## src/rtl/kms_pkg.sv

```systemverilog
package kms_pkg;

  typedef enum logic [1:0] {
    KS_IDLE   = 2'd0,
    KS_SCAN   = 2'd1,
    KS_SETTLE = 2'd2
  } ks_state_e;

  // slot number for a counter value
  function automatic int unsigned slot_of(input int unsigned cnt, input int unsigned slot_len);
    return cnt / slot_len;
  endfunction

  // true on the last tick of a slot
  function automatic logic slot_last(input int unsigned cnt, input int unsigned slot_len);
    return (cnt % slot_len) == (slot_len - 1);
  endfunction

endpackage

```

## src/rtl/kms_col_sync.sv

```systemverilog
module kms_col_sync #(
  parameter int W      = 4,
  parameter int STAGES = 2
) (
  input  logic         clk,
  input  logic         rst_n,
  input  logic [W-1:0] din,
  output logic [W-1:0] dout
);
  logic [W-1:0] stg [STAGES];

  for (genvar g = 0; g < STAGES; g++) begin : g_stage
    if (g == 0) begin : g_first
      always_ff @(posedge clk or negedge rst_n) begin
        if (!rst_n) stg[0] <= '1;
        else        stg[0] <= din;
      end
    end else begin : g_next
      always_ff @(posedge clk or negedge rst_n) begin
        if (!rst_n) stg[g] <= '1;
        else        stg[g] <= stg[g-1];
      end
    end
  end

  assign dout = stg[STAGES-1];
endmodule

```

## src/rtl/kms_row_timer.sv

```systemverilog
module kms_row_timer #(
  parameter int ROWS       = 3,
  parameter int SCAN_TICKS = 260,
  localparam int RW        = $clog2(ROWS + 1)
) (
  input  logic            clk,
  input  logic            rst_n,
  input  logic            run,
  input  logic            tick,
  output logic [ROWS-1:0] row_pull,
  output logic [RW-1:0]   row_idx,
  output logic            sample_evt,
  output logic            cycle_end
);
  localparam int SLOT = SCAN_TICKS / (ROWS + 1);
  localparam int CW   = $clog2(SCAN_TICKS);

  logic [CW-1:0] cnt;
  int unsigned   slot_raw;
  logic          at_slot_end;
  logic          row_slot;

  always_ff @(posedge clk or negedge rst_n) begin
    if (!rst_n)    cnt <= '0;
    else if (!run) cnt <= '0;
    else if (tick) cnt <= (cnt == CW'(SCAN_TICKS - 1)) ? '0 : cnt + 1'b1;
  end

  always_comb begin
    slot_raw    = kms_pkg::slot_of(32'(cnt), SLOT);
    row_idx     = (slot_raw > ROWS) ? RW'(ROWS) : RW'(slot_raw);
    at_slot_end = kms_pkg::slot_last(32'(cnt), SLOT);
  end

  assign row_slot = (row_idx < RW'(ROWS));

  for (genvar g = 0; g < ROWS; g++) begin : g_row
    assign row_pull[g] = !run || (row_idx == RW'(g));
  end

  assign sample_evt = run && tick && row_slot && at_slot_end;
  assign cycle_end  = sample_evt && (row_idx == RW'(ROWS - 1));
endmodule

```

## src/rtl/kms_debounce.sv

```systemverilog
module kms_debounce #(
  parameter int ROWS  = 3,
  parameter int COLS  = 4,
  localparam int KEYS = ROWS * COLS,
  localparam int RW   = $clog2(ROWS + 1)
) (
  input  logic            clk,
  input  logic            rst_n,
  input  logic            start_evt,
  input  logic            sample_evt,
  input  logic            cycle_end,
  input  logic [RW-1:0]   row_idx,
  input  logic [COLS-1:0] col_s,
  input  logic            key_read,
  output logic [KEYS-1:0] image,
  output logic            event_flag,
  output logic            capture_evt
);
  logic [KEYS-1:0] raw_q, prev_q, full;
  logic            prev_ok;

  always_comb begin
    full = raw_q;
    for (int r = 0; r < ROWS; r++) begin
      if (row_idx == RW'(r)) full[r*COLS +: COLS] = ~col_s;
    end
  end

  assign capture_evt = cycle_end && prev_ok && (full == prev_q) && (full != image);

  always_ff @(posedge clk or negedge rst_n) begin
    if (!rst_n) begin
      raw_q      <= '0;
      prev_q     <= '0;
      prev_ok    <= 1'b0;
      image      <= '0;
      event_flag <= 1'b0;
    end else begin
      if (sample_evt) raw_q <= full;
      if (start_evt) begin
        prev_ok <= 1'b0;
      end else if (cycle_end) begin
        prev_q  <= full;
        prev_ok <= 1'b1;
      end
      if (capture_evt) image <= full;
      if (capture_evt)   event_flag <= 1'b1;
      else if (key_read) event_flag <= 1'b0;
    end
  end
endmodule

```

## src/rtl/kms_seq.sv

```systemverilog
module kms_seq #(
  parameter int W      = 4,
  parameter int SETTLE = 3
) (
  input  logic         clk,
  input  logic         rst_n,
  input  logic         cs_i,
  input  logic         resync_i,
  input  logic [W-1:0] col_s,
  output logic         scanning,
  output logic         start_evt,
  output logic         stop_evt
);
  import kms_pkg::*;
  localparam int SW = $clog2(SETTLE + 1);

  ks_state_e     state;
  logic [SW-1:0] settle_cnt;
  logic [W-1:0]  ref_q;
  logic          cs_q, armed_q, cs_fall;

  assign cs_fall   = cs_q && !cs_i;
  assign stop_evt  = (state == KS_SCAN) && armed_q && cs_fall;
  assign start_evt = (state == KS_IDLE) && (col_s != ref_q);
  assign scanning  = (state == KS_SCAN);

  always_ff @(posedge clk or negedge rst_n) begin
    if (!rst_n) begin
      state      <= KS_IDLE;
      settle_cnt <= '0;
      ref_q      <= '1;
      cs_q       <= 1'b0;
      armed_q    <= 1'b0;
    end else begin
      cs_q <= cs_i;
      if (resync_i)     armed_q <= 1'b1;
      else if (cs_fall) armed_q <= 1'b0;
      if (start_evt) ref_q <= col_s;
      case (state)
        KS_IDLE:   if (start_evt) state <= KS_SCAN;
        KS_SCAN:   if (stop_evt) begin
                     state      <= KS_SETTLE;
                     settle_cnt <= SW'(SETTLE - 1);
                   end
        KS_SETTLE: if (settle_cnt == '0) state <= KS_IDLE;
                   else                  settle_cnt <= settle_cnt - 1'b1;
        default:   state <= KS_IDLE;
      endcase
    end
  end
endmodule

```

## src/rtl/key_scan_ctl.sv

```systemverilog
module key_scan_ctl #(
  parameter int ROWS        = 3,
  parameter int COLS        = 4,
  parameter int SCAN_TICKS  = 260,
  parameter int SYNC_STAGES = 2
) (
  input  logic                 clk,
  input  logic                 rst_n,
  input  logic                 tick_i,
  input  logic [COLS-1:0]      col_n_i,
  input  logic                 cs_i,
  input  logic                 resync_i,
  input  logic                 key_read_i,
  output logic [ROWS-1:0]      row_pull_o,
  output logic [ROWS*COLS-1:0] key_image_o,
  output logic                 key_event_o,
  output logic                 scan_active_o
);
  localparam int RW     = $clog2(ROWS + 1);
  localparam int SETTLE = SYNC_STAGES + 1;

  // named internal events, observed by the checker
  logic [COLS-1:0] col_s;
  logic            start_evt, stop_evt, sample_evt, cycle_end, capture_evt;
  logic [RW-1:0]   row_idx;

  kms_col_sync #(.W(COLS), .STAGES(SYNC_STAGES)) u_sync (
    .clk(clk), .rst_n(rst_n), .din(col_n_i), .dout(col_s)
  );

  kms_seq #(.W(COLS), .SETTLE(SETTLE)) u_seq (
    .clk(clk), .rst_n(rst_n), .cs_i(cs_i), .resync_i(resync_i), .col_s(col_s),
    .scanning(scan_active_o), .start_evt(start_evt), .stop_evt(stop_evt)
  );

  kms_row_timer #(.ROWS(ROWS), .SCAN_TICKS(SCAN_TICKS)) u_timer (
    .clk(clk), .rst_n(rst_n), .run(scan_active_o), .tick(tick_i),
    .row_pull(row_pull_o), .row_idx(row_idx),
    .sample_evt(sample_evt), .cycle_end(cycle_end)
  );

  kms_debounce #(.ROWS(ROWS), .COLS(COLS)) u_deb (
    .clk(clk), .rst_n(rst_n), .start_evt(start_evt), .sample_evt(sample_evt),
    .cycle_end(cycle_end), .row_idx(row_idx), .col_s(col_s), .key_read(key_read_i),
    .image(key_image_o), .event_flag(key_event_o), .capture_evt(capture_evt)
  );
endmodule

```

## config.mk

```make
export PLATFORM = sky130hd
export DESIGN_NAME = key_scan_ctl
export DESIGN_NICKNAME = d
export VERILOG_FILES = /design/src/rtl/kms_pkg.sv /design/src/rtl/kms_col_sync.sv /design/src/rtl/kms_row_timer.sv /design/src/rtl/kms_debounce.sv /design/src/rtl/kms_seq.sv /design/src/rtl/key_scan_ctl.sv
export SDC_FILE = /design/constraint.sdc
export NUM_CORES = 1
export LEC_CHECK = 0
export ABC_AREA = 0
export BUFFER_PORTS_ARGS = -buffer_cell sky130_fd_sc_hd__buf_4
export CORE_MARGIN = 3
export CORE_UTILIZATION = 50
export DETAILED_ROUTE_END_ITERATION = 16
export GPL_TIMING_DRIVEN = 0
export PLACE_DENSITY_LB_ADDON = 0.05
export RECOVER_POWER = 100
export SLEW_MARGIN = 20
export SYNTH_ARGS = -nofsm -noshare
export SYNTH_HDL_FRONTEND = slang
export SYNTH_SLANG_ARGS = --single-unit
```

## constraint.sdc

```tcl
create_clock -name clk -period 14.5 [get_ports clk]
set_input_delay 0 -clock clk [delete_from_list [all_inputs] [get_ports clk]]
set_output_delay 0 -clock clk [all_outputs]
set_load 0.005 [all_outputs]
```

---- After elaboration in Yosys (flattened, before gate mapping) ----
Index checks and enable logic that the tools add are counted.
storage, ports and cells
  bits in registers ....................... 65
  output and inout bits ................... 17
  ROM bits ................................ 0
  memories ................................ 0
  bits in writable memories ............... 0
  latch bits .............................. 0
  input port bits ......................... 10
operators by class
  bitwise gates (word level) .............. 2
  reductions and logical operators ........ 26
  multipliers ............................. 0
  equal/unequal tests ..................... 14
  magnitude comparators ................... 2
  div/mod/pow operators ................... 2
  add/sub/neg operators ................... 2
  mux-type cells .......................... 19
  shift-type cells ........................ 0
operators by type and width
  cell                    number
  $div A9 B7 Y32 const B  1
  $eq A32 B7 Y1 const B   1
  $gt A32 B2 Y1 const B   1
  $mod A9 B7 Y32 const B  1
  $mux W9                 3
  $eq A12 B12 Y1          1
  $mux W4                 3
  $ne A12 B12 Y1          1
  $logic_and A1 B1 Y1     11
  $mux W2                 5
  $add A9 B1 Y9 const B   1
  $eq A9 B9 Y1 const B    1
  $ne A2 B2 Y1 const B    4
  $reduce_bool A2 Y1      4
  $logic_not A2 Y1        3
  $mux W1                 6
  $pmux W2 S3             1
  $reduce_and A3 Y1       2
  $eq A2 B1 Y1 const B    2
  $eq A2 B2 Y1 const B    2
  $ne A4 B4 Y1            1
  $not A4 Y4              1
  $pmux W2 S2             1
  $logic_or A1 B1 Y1      3
  other kinds (6)         7

---- Depth between registers and ports, before layout ----
  depth in word-level cells ............... 11
  mapped depth ............................ 22
  depth with buffers taken out ............ 19

---- By module ----
A second synthesis with hierarchy kept.
second synthesis, totals
  cells, all modules ...................... 543
  area, all modules ....................... 4780.8 µm²
by module, submodules not included
  module         cells an instance  times used  area an instance (µm²)
  kms_debounce   263                1           2307.2
  kms_row_timer  230                1           1764.2
  kms_seq        38                 1           469.2
  kms_col_sync   12                 1           240.2

---- Least setup slack after synthesis ----
OpenSTA, ideal clock, no wires.
  kind .................................... flip-flop to flip-flop
  start ................................... register u_timer.cnt[6]
  end ..................................... register u_deb.image[10]
  stages on the path, launching flop included .. 22
  path buffers ............................ 3
  slack ................................... 9532 ps
  arrival time ............................ 4843 ps
  clock period less this slack ............ 4968 ps
  setup time .............................. 125 ps
  path through ............................ dfrtp_1 > buf_4 > nor3_1 > and2_2 > inv_1 > ha_1 > nor2_1 > a31o_2 > a21oi_1 > a21boi_1 > xnor2_1 > ha_1 > o21ai_1 > a211oi_4 > a22o_1 > buf_2 > mux2_2 > nor4_1 > o2111ai_1 > a311oi_2 > buf_6 > mux2_4
between the ends
  word-level cells in the longest chain between the ends .. 10
RTL lines
  what                                                     RTL line             RTL
  from (decl)                                              kms_row_timer.sv:18  logic [CW-1:0] cnt;
  from (signal assigned)                                   kms_row_timer.sv:26  else if (tick) cnt <= (cnt == CW'(SCAN_TICKS - 1)) ? '0 : cnt + 1'b1;
  branches (longest 10 deep; another with $div A9 B7 Y32)  --
  to (signal assigned)                                     kms_debounce.sv:46   if (capture_evt) image <= full;
  to (decl)                                                kms_debounce.sv:15   output logic [KEYS-1:0] image,
Parallel ways; which one is timed is not known.
A chain may end at the register's enable or synchronous reset.

---- Final worst setup path ----
  start ................................... register u_timer.cnt[7]
  end ..................................... register u_deb.image[3]
The elaborated chain is that of the path after synthesis.

==> out/summary.txt <==
post-DR vias/cell - 6.01
worst hold path class - in -> reg
Setup WS pre-CTS - 8.68 ns
CP Launch Point - u_timer.cnt[7]$_DFFE_PN0P_
TritonCTS Buffers - 9
I/O pin count - 27
Main synth FF type - dfrtp_1
WP buf/inv - 3
max-slew violation count - 66
CTS H-tree depth - 3
outcome - finished with violations
crit path to - u_deb.image[3]$_DFFE_PN0P_
diodes inserted - 0
first drt pass iteration count - 5
post-detail-place hpwl - 8.54 mm
RePlAce Congestion - 0.878
top-area cell type share of the netlist area - 28.7%
Lkg Pwr - 0.00228 µW
Pwr Total - 529 µW
fin nets - 534
reg2reg path depth - 20
Rows - 34
area leader, netlist - dfrtp_1
net count after synthesis - 490
Worst EP arrival - 7.59 ns
ranking of synthesized cells by area - dfrtp_1 (29%), dfstp_2 (6.8%), mux2i_1 (5.6%)
Final min period - 7.37 ns
Layout Skew - 0.0140 ns
die area - 10,400 µm²
vias in the first global route - 3,669
synth warn - 0
DR DRC count - 0
R2R setup slack - 7.13 ns
final setup vio count - 0
R2R Path End - u_deb.image[3]$_DFFE_PN0P_
fin crit share - 50.9%
Largest delay share family, worst path - compound AO/OA/AOI/OAI gates
synthesized area per cell - 9.88 µm²
final hold vios - 0
final hold slack - 0.119 ns
CP Class - reg -> reg
Root Buffer - clkbuf_8
Crit Path Max Fanout - 10
Post-Synthesis Cell Area - 4620 µm²
DIE HEIGHT - 102 µm
Synth cell types - 90
Slew @ Worst Pin - 3.64 ns
Reg2Reg Launch Point - u_timer.cnt[7]$_DFFE_PN0P_
GRT Total Usage - 23.2%
share of cells above drive strength 1 - 21.1%
CTS Sinks - 65
Clock transition at path regs - 0.08 ns
largest net degree at the start of global routing - 66
TritonCTS clock tree - yes
Vias - 3,758
RSZ-0062 raised after global routing - false
crit path cell chain - nor3_1 > and2_0 > inv_1 > ha_1 > nor2_1 > a31o_2 > a21oi_1 > a21boi_0 > xnor2_1 > ha_1 > o21ai_0 > a211oi_1 > a22oi_1 > clkbuf_1 > mux2i_1 > nor4_1 > o2111ai_1 > a311oi_1 > clkbuf_1 > mux2_1
Core Area - 8850 µm²
Worst path depth - 20
Largest stage delay, worst path - 0.76 ns
gr ovfl total - 0
#FFs+latches synth - 65
Die W - 102 µm
first-pass GRT wire length - 18.8 mm
Worst setup EP type - flip-flop
initial antenna violation count - 0
TNS Setup - 0 ns
CTS max path bufs - 2
relative slew slack - -143%
wirelength, routed - 11.6 mm
Seq/Total Area, Yosys - 35.5%
CP required - 14.72 ns
wire per inst - 18.6 µm
final worst slack - 7.13 ns
Pwr Density - 103 nW/µm²
antenna viol nets, final - 0
Initial Util - 52.2%
Layout area overhead - 11.2%
crit path max-delay cell type - a311oi_1
Post-synth EDFFs - 0
synthesized instance count - 468
Design Area, Final - 5140 µm²
placed inst area - 4940 µm²
f_max - 136 MHz
Fill cells - 800
failing checks - max-capacitance violations, max-slew violations
ys async rst share - 100%
postcts setup bufs - 0
clk_lat worst skew - 0.34 ns
crit start category - flip-flop
1st-iter DRT viols - 179
Port Buf Inserts - 25
peak supply drop - 111 µV
Max-Cap Viols - 1
-- repair_timing --
action                    4_1_cts  5_1_grt
hold endpoints to repair       60        0
hold buffers                    8        0
gates resized for setup         0        0
-- cell type report --
class,instances,area [µm²],share of cell area (%)
multi-input cells,351,2600,50.6
well taps,108,135,2.63
clock buffers,10,138,2.68
inverters,30,113,2.19
flip-flops and latches,65,1640,31.9
plain buffers,22,168,3.26
repair buffers,33,256,4.99
clock inverters,6,90.1,1.75
-- cell usage after synthesis, types with 3 or more instances --
cell / instances
dfrtp_1: 53
xnor2_1: 11
and3_1: 8
a211oi_1: 5
inv_1: 29
or3_2: 3
nand2b_1: 6
a21o_1: 5
a21oi_1: 19
dfstp_2: 12
o31ai_1: 3
o22ai_1: 3
nand4_1: 7
a22oi_1: 5
buf_6: 5
o21ai_0: 32
clkbuf_1: 6
o21a_1: 3
mux2i_1: 26
mux2_2: 21
nor2b_1: 5
a31oi_1: 4
mux2_4: 8
nor2_1: 14
ha_1: 12
o221ai_1: 4
nand3_1: 12
nor3_1: 11
clkbuf_8: 6
nand2_1: 43
xor2_1: 11
-- worst min-delay path: cells and delay by family --
kind            cells  cell delay, ns
compound gates      1            0.07
buf+inv             1            0.20
simple gates        1            0.14
-- per-layer routing --
metal | wire length (µm) | vias up | track usage [%]
li1 | - | 1802 | -
met1 | 5770 | 1852 | 34.0
met2 | 5160 | 98 | 34.8
met3 | 591 | 6 | 5.94
met4 | 77 | 0 | 4.54
met5 | 0 | - | 0
-- stage by stage --
stage / utilization [%] / cells
6_report: 58.1 / 625
4_1_cts: 59.4 / 625
2_1_floorplan: - / 468
3_3_place_gp: 55.9 / 601
3_5_place_dp: 55.9 / 601
5_1_grt: 58.1 / 625
-- state kept, by name, summed over array words and instances (netlist names), 2 cells and up --
register          count
u_deb.image          12
u_deb.prev_q         12
u_deb.raw_q          12
u_timer.cnt           9
u_seq.ref_q           4
u_sync.dout           4
u_sync.stg            4
u_seq.settle_cnt      2
u_seq.state           2
-- worst min path at each step --
stage                                         to  slack [ns]  depth (start not counted)  startpoint
floorplan           u_deb.event_flag$_DFFE_PN0P_       -0.30                          0       rst_n
global placement         u_sync.stg[4]$_DFF_PN1_        0.11                          1  col_n_i[0]
global route          u_timer.cnt[4]$_DFFE_PN0P_        0.16                          3      tick_i
finish                u_timer.cnt[4]$_DFFE_PN0P_        0.12                          3      tick_i
CTS                   u_timer.cnt[4]$_DFFE_PN0P_        0.13                          3      tick_i
detailed placement       u_sync.stg[7]$_DFF_PN1_        0.11                          1  col_n_i[3]
-- cell usage in the layout (no fill, tap or decap), types with 11 or more instances in the layout --
master / instances
dfrtp_1: 53
nand2_1: 43
o21ai_0: 33
inv_1: 29
mux2i_1: 26
mux2_2: 20
a21oi_1: 19
clkbuf_4: 18
clkbuf_8: 15
nor2_1: 14
clkbuf_1: 13
nand3_1: 12
ha_1: 12
dfstp_2: 12
nor3_1: 11
xnor2_1: 11
xor2_1: 11
-- kinds of logic after synthesis --
family | count (synthesis) | synth area share, %
and+or+nand+nor | 140 | 17.3
DFF | 65 | 35.5
muxes | 55 | 13.3
xor gates and xnor gates | 22 | 4.17
adders and majority gates | 13 | 3.49
AOI/OAI and AO/OA | 121 | 19.5
buffers and inverters | 52 | 6.63
-- power by group --
group / total (µW) / internal (µW) / switching [µW]
registers: 213 / 201 / 12.1
clock network: 177 / 102 / 74.4
logic: 139 / 60.0 / 78.9
(Power assumes the default switching activity.)
